## config.mk

```make
export PLATFORM = sky130hd
export DESIGN_NAME = split_timer
export DESIGN_NICKNAME = d
export VERILOG_FILES = /design/src/rtl/split_timer_pkg.sv /design/src/rtl/split_timer_ticks.sv /design/src/rtl/split_timer_lane.sv /design/src/rtl/split_timer_ctrl.sv /design/src/rtl/split_timer.sv
export SDC_FILE = /design/constraint.sdc
export NUM_CORES = 1
export LEC_CHECK = 0
export ABC_CLOCK_PERIOD_IN_PS = 2700
export BUFFER_PORTS_ARGS = -buffer_cell sky130_fd_sc_hd__clkbuf_2
export CAP_MARGIN = 5
export CELL_PAD_IN_SITES_DETAIL_PLACEMENT = 2
export CELL_PAD_IN_SITES_GLOBAL_PLACEMENT = 2
export CORE_ASPECT_RATIO = 0.6
export CORE_MARGIN = 5
export CORE_UTILIZATION = 35
export CTS_CLUSTER_DIAMETER = 40
export CTS_CLUSTER_SIZE = 14
export DETAILED_ROUTE_END_ITERATION = 6
export GPL_TIMING_DRIVEN = 0
export PLACE_DENSITY_LB_ADDON = 0.12
export SYNTH_ARGS = -nofsm -noshare
export SYNTH_HDL_FRONTEND = slang
export SYNTH_SLANG_ARGS = --single-unit
```

## constraint.sdc

```tcl
create_clock -name clk -period 2.7 [get_ports clk]
set_input_delay 0.27 -clock clk [delete_from_list [all_inputs] [get_ports clk]]
set_output_delay 0.27 -clock clk [all_outputs]
set_load 0.005 [all_outputs]
```

## src/rtl/split_timer_pkg.sv

```systemverilog
package split_timer_pkg;
  typedef enum logic [2:0] {
    REG_CTRL   = 3'd0,
    REG_CNT_LO = 3'd1,
    REG_CNT_HI = 3'd2,
    REG_RLD_LO = 3'd3,
    REG_RLD_HI = 3'd4
  } reg_addr_e;

  localparam int BIT_HF    = 7;
  localparam int BIT_LF    = 6;
  localparam int BIT_LIE   = 5;
  localparam int BIT_SPLIT = 3;
  localparam int BIT_RUN   = 2;
  localparam int BIT_XSEL  = 0;
  localparam int LANES     = 2;
endpackage

```

## src/rtl/split_timer_ticks.sv

```systemverilog
module split_timer_ticks #(
  parameter int SYS_DIV     = 12,
  parameter int EXT_DIV     = 8,
  parameter int SYNC_STAGES = 2
) (
  input  logic clk,
  input  logic rst_n,
  input  logic ext_clk,
  output logic sys_tick,
  output logic ext_tick,
  output logic ext_edge
);
  localparam int SW = (SYS_DIV > 1) ? $clog2(SYS_DIV) : 1;
  localparam int EW = (EXT_DIV > 1) ? $clog2(EXT_DIV) : 1;

  logic [SW-1:0]          sys_cnt;
  logic [EW-1:0]          ext_cnt;
  logic [SYNC_STAGES-1:0] sync_q;
  logic                   edge_prev;

  assign sys_tick = (sys_cnt == SW'(SYS_DIV - 1));
  assign ext_edge = sync_q[SYNC_STAGES-1] & ~edge_prev;
  assign ext_tick = ext_edge & (ext_cnt == EW'(EXT_DIV - 1));

  always_ff @(posedge clk) begin
    if (!rst_n) begin
      sys_cnt <= '0;
    end else if (sys_tick) begin
      sys_cnt <= '0;
    end else begin
      sys_cnt <= sys_cnt + 1'b1;
    end
  end

  always_ff @(posedge clk) begin
    if (!rst_n) begin
      sync_q    <= '0;
      edge_prev <= 1'b0;
    end else begin
      sync_q    <= {sync_q[SYNC_STAGES-2:0], ext_clk};
      edge_prev <= sync_q[SYNC_STAGES-1];
    end
  end

  always_ff @(posedge clk) begin
    if (!rst_n) begin
      ext_cnt <= '0;
    end else if (ext_tick) begin
      ext_cnt <= '0;
    end else if (ext_edge) begin
      ext_cnt <= ext_cnt + 1'b1;
    end
  end
endmodule

```

## src/rtl/split_timer_lane.sv

```systemverilog
module split_timer_lane #(
  parameter int W = 8
) (
  input  logic         clk,
  input  logic         rst_n,
  input  logic         cnt_wr,
  input  logic         rld_wr,
  input  logic [W-1:0] wdata,
  input  logic         step,
  input  logic         reload,
  output logic [W-1:0] cnt,
  output logic [W-1:0] rld,
  output logic         at_max
);
  assign at_max = &cnt;

  always_ff @(posedge clk) begin
    if (!rst_n) begin
      cnt <= '0;
    end else if (cnt_wr) begin
      cnt <= wdata;
    end else if (step) begin
      cnt <= reload ? rld : cnt + 1'b1;
    end
  end

  always_ff @(posedge clk) begin
    if (!rst_n) begin
      rld <= '0;
    end else if (rld_wr) begin
      rld <= wdata;
    end
  end
endmodule

```

## src/rtl/split_timer_ctrl.sv

```systemverilog
module split_timer_ctrl
  import split_timer_pkg::*;
(
  input  logic       clk,
  input  logic       rst_n,
  input  logic       wr,
  input  logic [7:0] wdata,
  input  logic       hf_set,
  input  logic       lf_set,
  input  logic       irq_gate,
  output logic       hf,
  output logic       lf,
  output logic       lie,
  output logic       split,
  output logic       run,
  output logic       xsel,
  output logic [7:0] rdata,
  output logic       irq
);
  always_ff @(posedge clk) begin
    if (!rst_n) begin
      lie   <= 1'b0;
      split <= 1'b0;
      run   <= 1'b0;
      xsel  <= 1'b0;
    end else if (wr) begin
      lie   <= wdata[BIT_LIE];
      split <= wdata[BIT_SPLIT];
      run   <= wdata[BIT_RUN];
      xsel  <= wdata[BIT_XSEL];
    end
  end

  always_ff @(posedge clk) begin
    if (!rst_n) begin
      hf <= 1'b0;
      lf <= 1'b0;
    end else begin
      hf <= hf_set | (wr ? wdata[BIT_HF] : hf);
      lf <= lf_set | (wr ? wdata[BIT_LF] : lf);
    end
  end

  always_comb begin
    rdata            = '0;
    rdata[BIT_HF]    = hf;
    rdata[BIT_LF]    = lf;
    rdata[BIT_LIE]   = lie;
    rdata[BIT_SPLIT] = split;
    rdata[BIT_RUN]   = run;
    rdata[BIT_XSEL]  = xsel;
  end

  assign irq = irq_gate & (hf | (lf & lie));
endmodule

```

## src/rtl/split_timer.sv

```systemverilog
module split_timer
  import split_timer_pkg::*;
#(
  parameter int BYTE_W      = 8,
  parameter int SYS_DIV     = 12,
  parameter int EXT_DIV     = 8,
  parameter int SYNC_STAGES = 2
) (
  input  logic              clk,
  input  logic              rst_n,
  input  logic              ext_clk,
  input  logic              lo_fast_clk,
  input  logic              hi_fast_clk,
  input  logic              irq_gate,
  input  logic [2:0]        bus_addr,
  input  logic              bus_wr,
  input  logic [BYTE_W-1:0] bus_wdata,
  output logic [BYTE_W-1:0] bus_rdata,
  output logic              irq
);
  localparam int LO = 0;
  localparam int HI = 1;

  logic sys_tick, ext_tick, ext_edge;
  logic base_tick, lo_tick, hi_tick;
  logic ctl_hf, ctl_lf, ctl_lie, ctl_split, ctl_run, ctl_xsel;
  logic hf_set, lf_set, ctrl_wr;
  logic [7:0] ctrl_rdata;

  logic              lane_cnt_wr [LANES];
  logic              lane_rld_wr [LANES];
  logic              lane_step   [LANES];
  logic              lane_reload [LANES];
  logic              lane_max    [LANES];
  logic [BYTE_W-1:0] lane_cnt    [LANES];
  logic [BYTE_W-1:0] lane_rld    [LANES];
  logic [BYTE_W-1:0] cnt_lo, cnt_hi;

  split_timer_ticks #(
    .SYS_DIV(SYS_DIV), .EXT_DIV(EXT_DIV), .SYNC_STAGES(SYNC_STAGES)
  ) u_ticks (
    .clk(clk), .rst_n(rst_n), .ext_clk(ext_clk),
    .sys_tick(sys_tick), .ext_tick(ext_tick), .ext_edge(ext_edge)
  );

  assign base_tick = ctl_xsel ? ext_tick : sys_tick;
  assign lo_tick   = lo_fast_clk | base_tick;
  assign hi_tick   = hi_fast_clk | base_tick;

  assign ctrl_wr        = bus_wr && (bus_addr == REG_CTRL);
  assign lane_cnt_wr[LO] = bus_wr && (bus_addr == REG_CNT_LO);
  assign lane_cnt_wr[HI] = bus_wr && (bus_addr == REG_CNT_HI);
  assign lane_rld_wr[LO] = bus_wr && (bus_addr == REG_RLD_LO);
  assign lane_rld_wr[HI] = bus_wr && (bus_addr == REG_RLD_HI);

  always_comb begin
    if (ctl_split) begin
      lane_step[LO]   = lo_tick & ~lane_cnt_wr[LO];
      lane_reload[LO] = lane_max[LO];
      lane_step[HI]   = ctl_run & hi_tick & ~lane_cnt_wr[HI];
      lane_reload[HI] = lane_max[HI];
    end else begin
      lane_step[LO]   = ctl_run & lo_tick & ~lane_cnt_wr[LO];
      lane_reload[LO] = lane_max[LO] & lane_max[HI];
      lane_step[HI]   = lane_step[LO] & lane_max[LO] & ~lane_cnt_wr[HI];
      lane_reload[HI] = lane_max[HI];
    end
  end

  assign lf_set = lane_step[LO] & lane_max[LO];
  assign hf_set = lane_step[HI] & lane_max[HI];

  for (genvar g = 0; g < LANES; g++) begin : g_lane
    split_timer_lane #(.W(BYTE_W)) u_lane (
      .clk(clk), .rst_n(rst_n),
      .cnt_wr(lane_cnt_wr[g]), .rld_wr(lane_rld_wr[g]), .wdata(bus_wdata),
      .step(lane_step[g]), .reload(lane_reload[g]),
      .cnt(lane_cnt[g]), .rld(lane_rld[g]), .at_max(lane_max[g])
    );
  end

  assign cnt_lo = lane_cnt[LO];
  assign cnt_hi = lane_cnt[HI];

  split_timer_ctrl u_ctrl (
    .clk(clk), .rst_n(rst_n), .wr(ctrl_wr), .wdata(bus_wdata[7:0]),
    .hf_set(hf_set), .lf_set(lf_set), .irq_gate(irq_gate),
    .hf(ctl_hf), .lf(ctl_lf), .lie(ctl_lie), .split(ctl_split),
    .run(ctl_run), .xsel(ctl_xsel), .rdata(ctrl_rdata), .irq(irq)
  );

  always_comb begin
    case (bus_addr)
      REG_CTRL:   bus_rdata = BYTE_W'(ctrl_rdata);
      REG_CNT_LO: bus_rdata = lane_cnt[LO];
      REG_CNT_HI: bus_rdata = lane_cnt[HI];
      REG_RLD_LO: bus_rdata = lane_rld[LO];
      REG_RLD_HI: bus_rdata = lane_rld[HI];
      default:    bus_rdata = '0;
    endcase
  end
endmodule

```

# Word level (Yosys, flattened, before mapping)
# Cells that the tools add are included.
[word_totals]
register_bits = 48
inputBits = 18
wordCells = 71
[classes]
addsub = 4
eq_ne = 6
muxes = 12
bitwise = 23
reduce_logical = 12
[ops]
columns = ["cell", "count"]
rows = [
  ["$mux 8", 6],
  ["$pmux 8 s5", 1],
  ["$add 8x1->8 const B", 2],
  ["$reduce_and 8->1", 2],
  ["$and 1x1->1", 14],
  ["$eq 3x2->1 const B", 2],
  ["$eq 3x3->1 const B", 2],
  ["$logic_and 1x1->1", 5],
  ["$or 1x1->1", 5],
  ["$add 4x1->4 const B", 1],
  ["$eq 4x4->1 const B", 1],
  ["$mux 2", 2],
  ["$not 1->1", 4],
  ["$reduce_bool 2->1", 2],
  ["$reduce_or 2->1", 2],
  ["$add 3x1->3 const B", 1],
  ["$eq 3x1->1 const B", 1],
  ["$logic_not 3->1", 1],
  ["$mux 1", 3],
]

# Longest topological paths before layout
[logic_depth]
ltp_word = 12
depth_mapped = 8
depth_no_buf = 7

# Cells and area by module
# From an unflattened synthesis, not the netlist that was laid out.
[hier_totals]
cells_unflattened = 336
area_unflattened_um2 = 3024.2
[modules_own_cells]
columns = ["module", "instances", "cells_per_inst", "area_per_inst_um2", "seq_area_each_um2"]
rows = [
  ["split_timer_lane", 2, 103, 899.6, 320.3],
  ["split_timer", 1, 59, 489.2, 0.0],
  ["split_timer_ticks", 1, 41, 419.2, 200.2],
  ["split_timer_ctrl", 1, 30, 316.6, 120.1],
]

# Worst setup path before layout
# Ideal clock, no wire load.
[synth_path]
kind = "flip-flop to flip-flop"
startpoint = "reg u_ticks.ext_cnt[0]"
endpoint = "reg g_lane[1].u_lane.cnt[1]"
setup_time_ns = 0.135
t_arrival_ns = 1.916
t_required_ns = 2.565
path_slack_ns = 0.649
stages_incl_launch_ff = 9
synth_period_minus_slack_ns = 2.051
cell_sequence = "dfxtp_1 -> ha_1 -> ha_1 -> and4b_1 -> or3_4 -> a31o_4 -> buf_8 -> a221oi_2 -> a311oi_2"
[synth_between]
elab_chain_cells = 10
[synth_lines]
columns = ["element", "line", "rtl"]
rows = [
  ["from (decl)", "split_timer_ticks.sv:17", "logic [EW-1:0] ext_cnt;"],
  ["from (signal assigned)", "split_timer_ticks.sv:51", "ext_cnt <= ext_cnt + 1'b1;"],
  ["$eq 3x3->1 (*)", "split_timer_ticks.sv:23", "assign ext_tick = ext_edge & (ext_cnt == EW'(EXT_DIV - 1));"],
  ["$and 1x1->1 (*)", "split_timer_ticks.sv:23", ""],
  ["$mux 1 (*)", "split_timer.sv:46", "assign base_tick = ctl_xsel ? ext_tick : sys_tick;"],
  ["$or 1x1->1", "split_timer.sv:47", "assign lo_tick = lo_fast_clk | base_tick;"],
  ["$and 1x1->1 (2 in a row)", "split_timer.sv:63", "lane_step[LO] = ctl_run & lo_tick & ~lane_cnt_wr[LO];"],
  ["$and 1x1->1 (2 in a row)", "split_timer.sv:65", "lane_step[HI] = lane_step[LO] & lane_max[LO] & ~lane_cnt_wr[HI];"],
  ["$mux 2 (*)", "split_timer.sv:57", "if (ctl_split) begin"],
  ["$reduce_bool 2->1 (no source line) (*)", "-", ""],
  ["to (signal assigned)", "split_timer_lane.sv:21", "cnt <= wdata;"],
  ["to (signal assigned)", "split_timer_lane.sv:23", "cnt <= reload ? rld : cnt + 1'b1;"],
  ["to (decl)", "split_timer_lane.sv:11", "output logic [W-1:0] cnt,"],
]
# Every way passes the cells marked *; elsewhere a longest branch is shown, timed or not.
# A chain may end at the register's enable or synchronous reset.

# Worst setup path after layout
[layout_path]
startpoint = "reg u_ticks.ext_cnt[0]"
endpoint = "reg g_lane[0].u_lane.cnt[1]"
[layout_between]
elab_chain_cells = 8
[layout_lines]
columns = ["element", "line"]
rows = [
  ["$eq 3x3->1 (*)", "split_timer_ticks.sv:23"],
  ["$and 1x1->1 (*)", "split_timer_ticks.sv:23"],
  ["$mux 1 (*)", "split_timer.sv:46"],
  ["$or 1x1->1 (*)", "split_timer.sv:47"],
  ["$and 1x1->1 (2 in a row)", "split_timer.sv:63"],
  ["$mux 2 (*)", "split_timer.sv:57"],
  ["$reduce_bool 2->1 (no source line) (*)", "-"],
  ["to (signal assigned)", "split_timer_lane.sv:21"],
  ["to (signal assigned)", "split_timer_lane.sv:23"],
  ["to (decl)", "split_timer_lane.sv:11"],
]
# Marked as above.

==> impl_results.md <==
* Status: complete, no violations
* RR Endpoint: g_lane[0].u_lane.cnt[1]
* Busiest grt layer: met2
* Met3 Usage GRT at 4.48%
* Met1 usage at 36.1%
* Syn_nets at 371
* Global-route wire length before repair at 18500 um
* Worst path slowest cell: nor2_1
* Yosys top cell by area: dfxtp_1
* Buffers & Inverters on Critical Path at 0
* Total grt overflow at 0
* Clk_lat worst skew at 0.30 ns
* Levels on crit path at 7
* Leak pwr at 1.15 nW
* PwrDens at 520 nW/um^2
* Nets@finish at 402
* Synthesized cell area at 2820 um^2
* Vias in the first global route at 3009
* Worst reg-to-reg setup slack at 0.36 ns
* Final HPWL DP at 8920 um
* Synth Flop Type: dfxtp_1
* Fin Clk Skew at 0.00983 ns
* Setup Buffers After CTS at 0
* ANT cells at 0
* Largest net degree at the start of global routing at 16
* Crit path max fanout at 7
* Critical path launch point type: register
* Post-CTS Hold Fix Bufs at 0
* Synth top area share at 34.0%
* Top Family by Delay on Critical Path: compound AO/OA/AOI/OAI gates
* Setup-failing EPs final at 0
* Final worst-path cycle share at 86.7%
* CP cell instances: ha_1 -> ha_1 -> and4b_1 -> o311a_1 -> nor2_1 -> a22oi_1 -> a21oi_1
* Die area at 10000 um^2
* Synth warn at 0
* Worst r2r src: u_ticks.ext_cnt[0]
* Slew headroom at 50.7%
* Post-synth EDFFs at 0
* Area contributors post-synth: dfxtp_1, a21oi_1, nand2_1, mux2i_1, nor2_1
* Number of H-tree branching levels at 2
* ANT nets after route at 0
* Share of cells above drive strength 1 at 14.2%
* Core area at 7850 um^2
* Root buf cell: clkbuf_16
* WL final at 11800 um
* Cell count after synthesis at 348
* Total GRT Usage at 24.4%
* Initial antenna violation count at 0
* Element type at the critical path end: register
* Post-Route Utilization at 41.5%
* Worst Tran Pin Value at 0.740 ns
* CP required at 2.91 ns
* Post-CTS resize count at 0
* Post-synthesis area per instance at 8.11 um^2
* Placer congestion estimate at 0.925
* DR WL/cell at 24.2 um
* Number of buffers created by CTS at 5
* Met2 usage at 37.5%
* Initial cell density of the core at 36.0%
* Min-delay worst type: in -> reg
* Fin. max-slew vios at 0
* Clk sinks at 48
* Crit path kind: reg -> reg
* Final hold violations at 0
* Number of port buffers at 24
* Fin crit period at 2.34 ns
* Worst hold stages at 2
* Endpoint, Worst Hold: u_ticks.sync_q[0]
* Router iterations before antenna repair at 4
* Fmax at 427 MHz
* Synth top cells by count: nand2_1, dfxtp_1, a21oi_1, nor2_1, nand3_1
* Cell Rows at 25
* Unrepaired setup endpoints after global routing: false
* CTS clk-pin slew, worst paths at 0.07 ns
* Die Y at 79.6 um
* Most frequent cell after synthesis: nand2_1
* Post-synthesis cell type count at 52
* Seq cells post-synth at 48
* CTS tree: built
* Async SR Flop Fraction at 0%
* Cell mode on critical path: ha_1
* Iter 0 DRT Violations at 236
* Hold path startpoint: ext_clk
* Via count at 2864
* R2R cell count at 7
* Layout area overhead at 15.3%
* Die outline width at 126 um
* Total of max-cap violations at 0
* DRC Markers at 0
* CTS Buffer Depth at 2
* Io pins at 27
* Crit path largest cell delay at 0.45 ns
* Setup TNS at 0 ns
* Worst VDD drop at 0.221 mV
* Sequential element share of the synthesized area at 34.0%
* CP arrival at 2.55 ns
* Via density per instance at 5.87
==> worst max path at each step <==
| stage | end | slack, ns | from |
|---|---|---|---|
| final | g_lane[0].u_lane.cnt[1] | 0.36 | u_ticks.ext_cnt[0] |
| after global placement | g_lane[0].u_lane.cnt[5] | 0.35 | g_lane[1].u_lane.cnt[1] |
| after global routing | g_lane[0].u_lane.cnt[3] | 0.22 | u_ticks.ext_cnt[0] |
| after CTS | g_lane[0].u_lane.cnt[3] | 0.22 | g_lane[1].u_lane.cnt[1] |
| after detailed placement | g_lane[0].u_lane.cnt[3] | 0.27 | g_lane[1].u_lane.cnt[1] |
| after floorplan | g_lane[1].u_lane.cnt[1] | 0.65 | u_ticks.ext_cnt[0] |
==> power by group <==
group | internal [mW] | switching, mW | leakage (nW)
combinational | 0.0572 | 0.111 | 0.676
clock | 0.465 | 0.305 | 0.0871
sequential | 0.726 | 0.0273 | 0.389
total | 1.25 | 0.443 | 1.15
==> layout by cell type, fill, tap and decap left out, types with 3 or more instances in the layout <==
master / count
a21oi_1: 43
xor2_1: 4
nand2_1: 51
and4_1: 3
ha_1: 5
nor2_1: 27
buf_2: 5
o22ai_1: 8
a221oi_2: 3
a211o_1: 3
xnor2_1: 5
nor3_1: 6
o21ai_0: 7
dfxtp_1: 48
clkbuf_1: 12
and2_1: 7
a22oi_1: 13
nor2b_1: 4
inv_1: 4
clkbuf_16: 5
and3_1: 6
clkbuf_2: 24
nand4_1: 3
nand3_1: 19
nor3b_1: 3
a31oi_1: 8
mux2i_1: 15
==> per-stage QoR <==
step	area [um^2]	instances	hold slack [ns]	total power, mW	setup slack, ns
after floorplan	2820	348	0.397	0.856	0.649
after global placement	3080	480	0.424	0.925	0.352
after detailed placement	3080	480	0.440	0.934	0.266
after CTS	3260	488	0.178	1.70	0.217
after global routing	3260	488	0.181	1.75	0.221
final	3260	488	0.178	1.69	0.359
==> sequential cells by signal (all words and copies together) (netlist names) <==
| name | flops |
|---|---|
| u_ctrl.split | 1 |
| g_lane.u_lane.cnt | 16 |
| u_ctrl.run | 1 |
| u_ctrl.hf | 1 |
| u_ctrl.xsel | 1 |
| u_ticks.sys_cnt | 4 |
| u_ticks.ext_cnt | 3 |
| u_ticks.sync_q | 2 |
| u_ctrl.lie | 1 |
| u_ctrl.lf | 1 |
| g_lane.u_lane.rld | 16 |
| u_ticks.edge_prev | 1 |
==> layout make-up <==
type	count	area, um^2
buffer	22	119
fill	917	4600
clock inverter	2	38.8
timing repair buffer	24	120
multi-input combinational	273	1720
tap	108	135
sequential	48	961
inverter	5	18.8
clock buffer	6	139
==> metal layers <==
layer	up-vias	share of wire, %
met5	-	0
met4	0	0.57
met3	10	6.5
met2	75	43
met1	1440	50
li1	1339	-
==> logic make-up (layout without fill, tap and decap cells) <==
logic type	Yosys count	in the layout	share of synthesized area (%)
buf+inv	27	59	4.88
mux	15	15	5.32
compound gates	105	105	25.9
fa+ha+maj	5	5	2.22
simple gates	139	139	24.8
xor+xnor	9	9	2.79
flops	48	48	34.0
(Power assumes the default switching activity.)
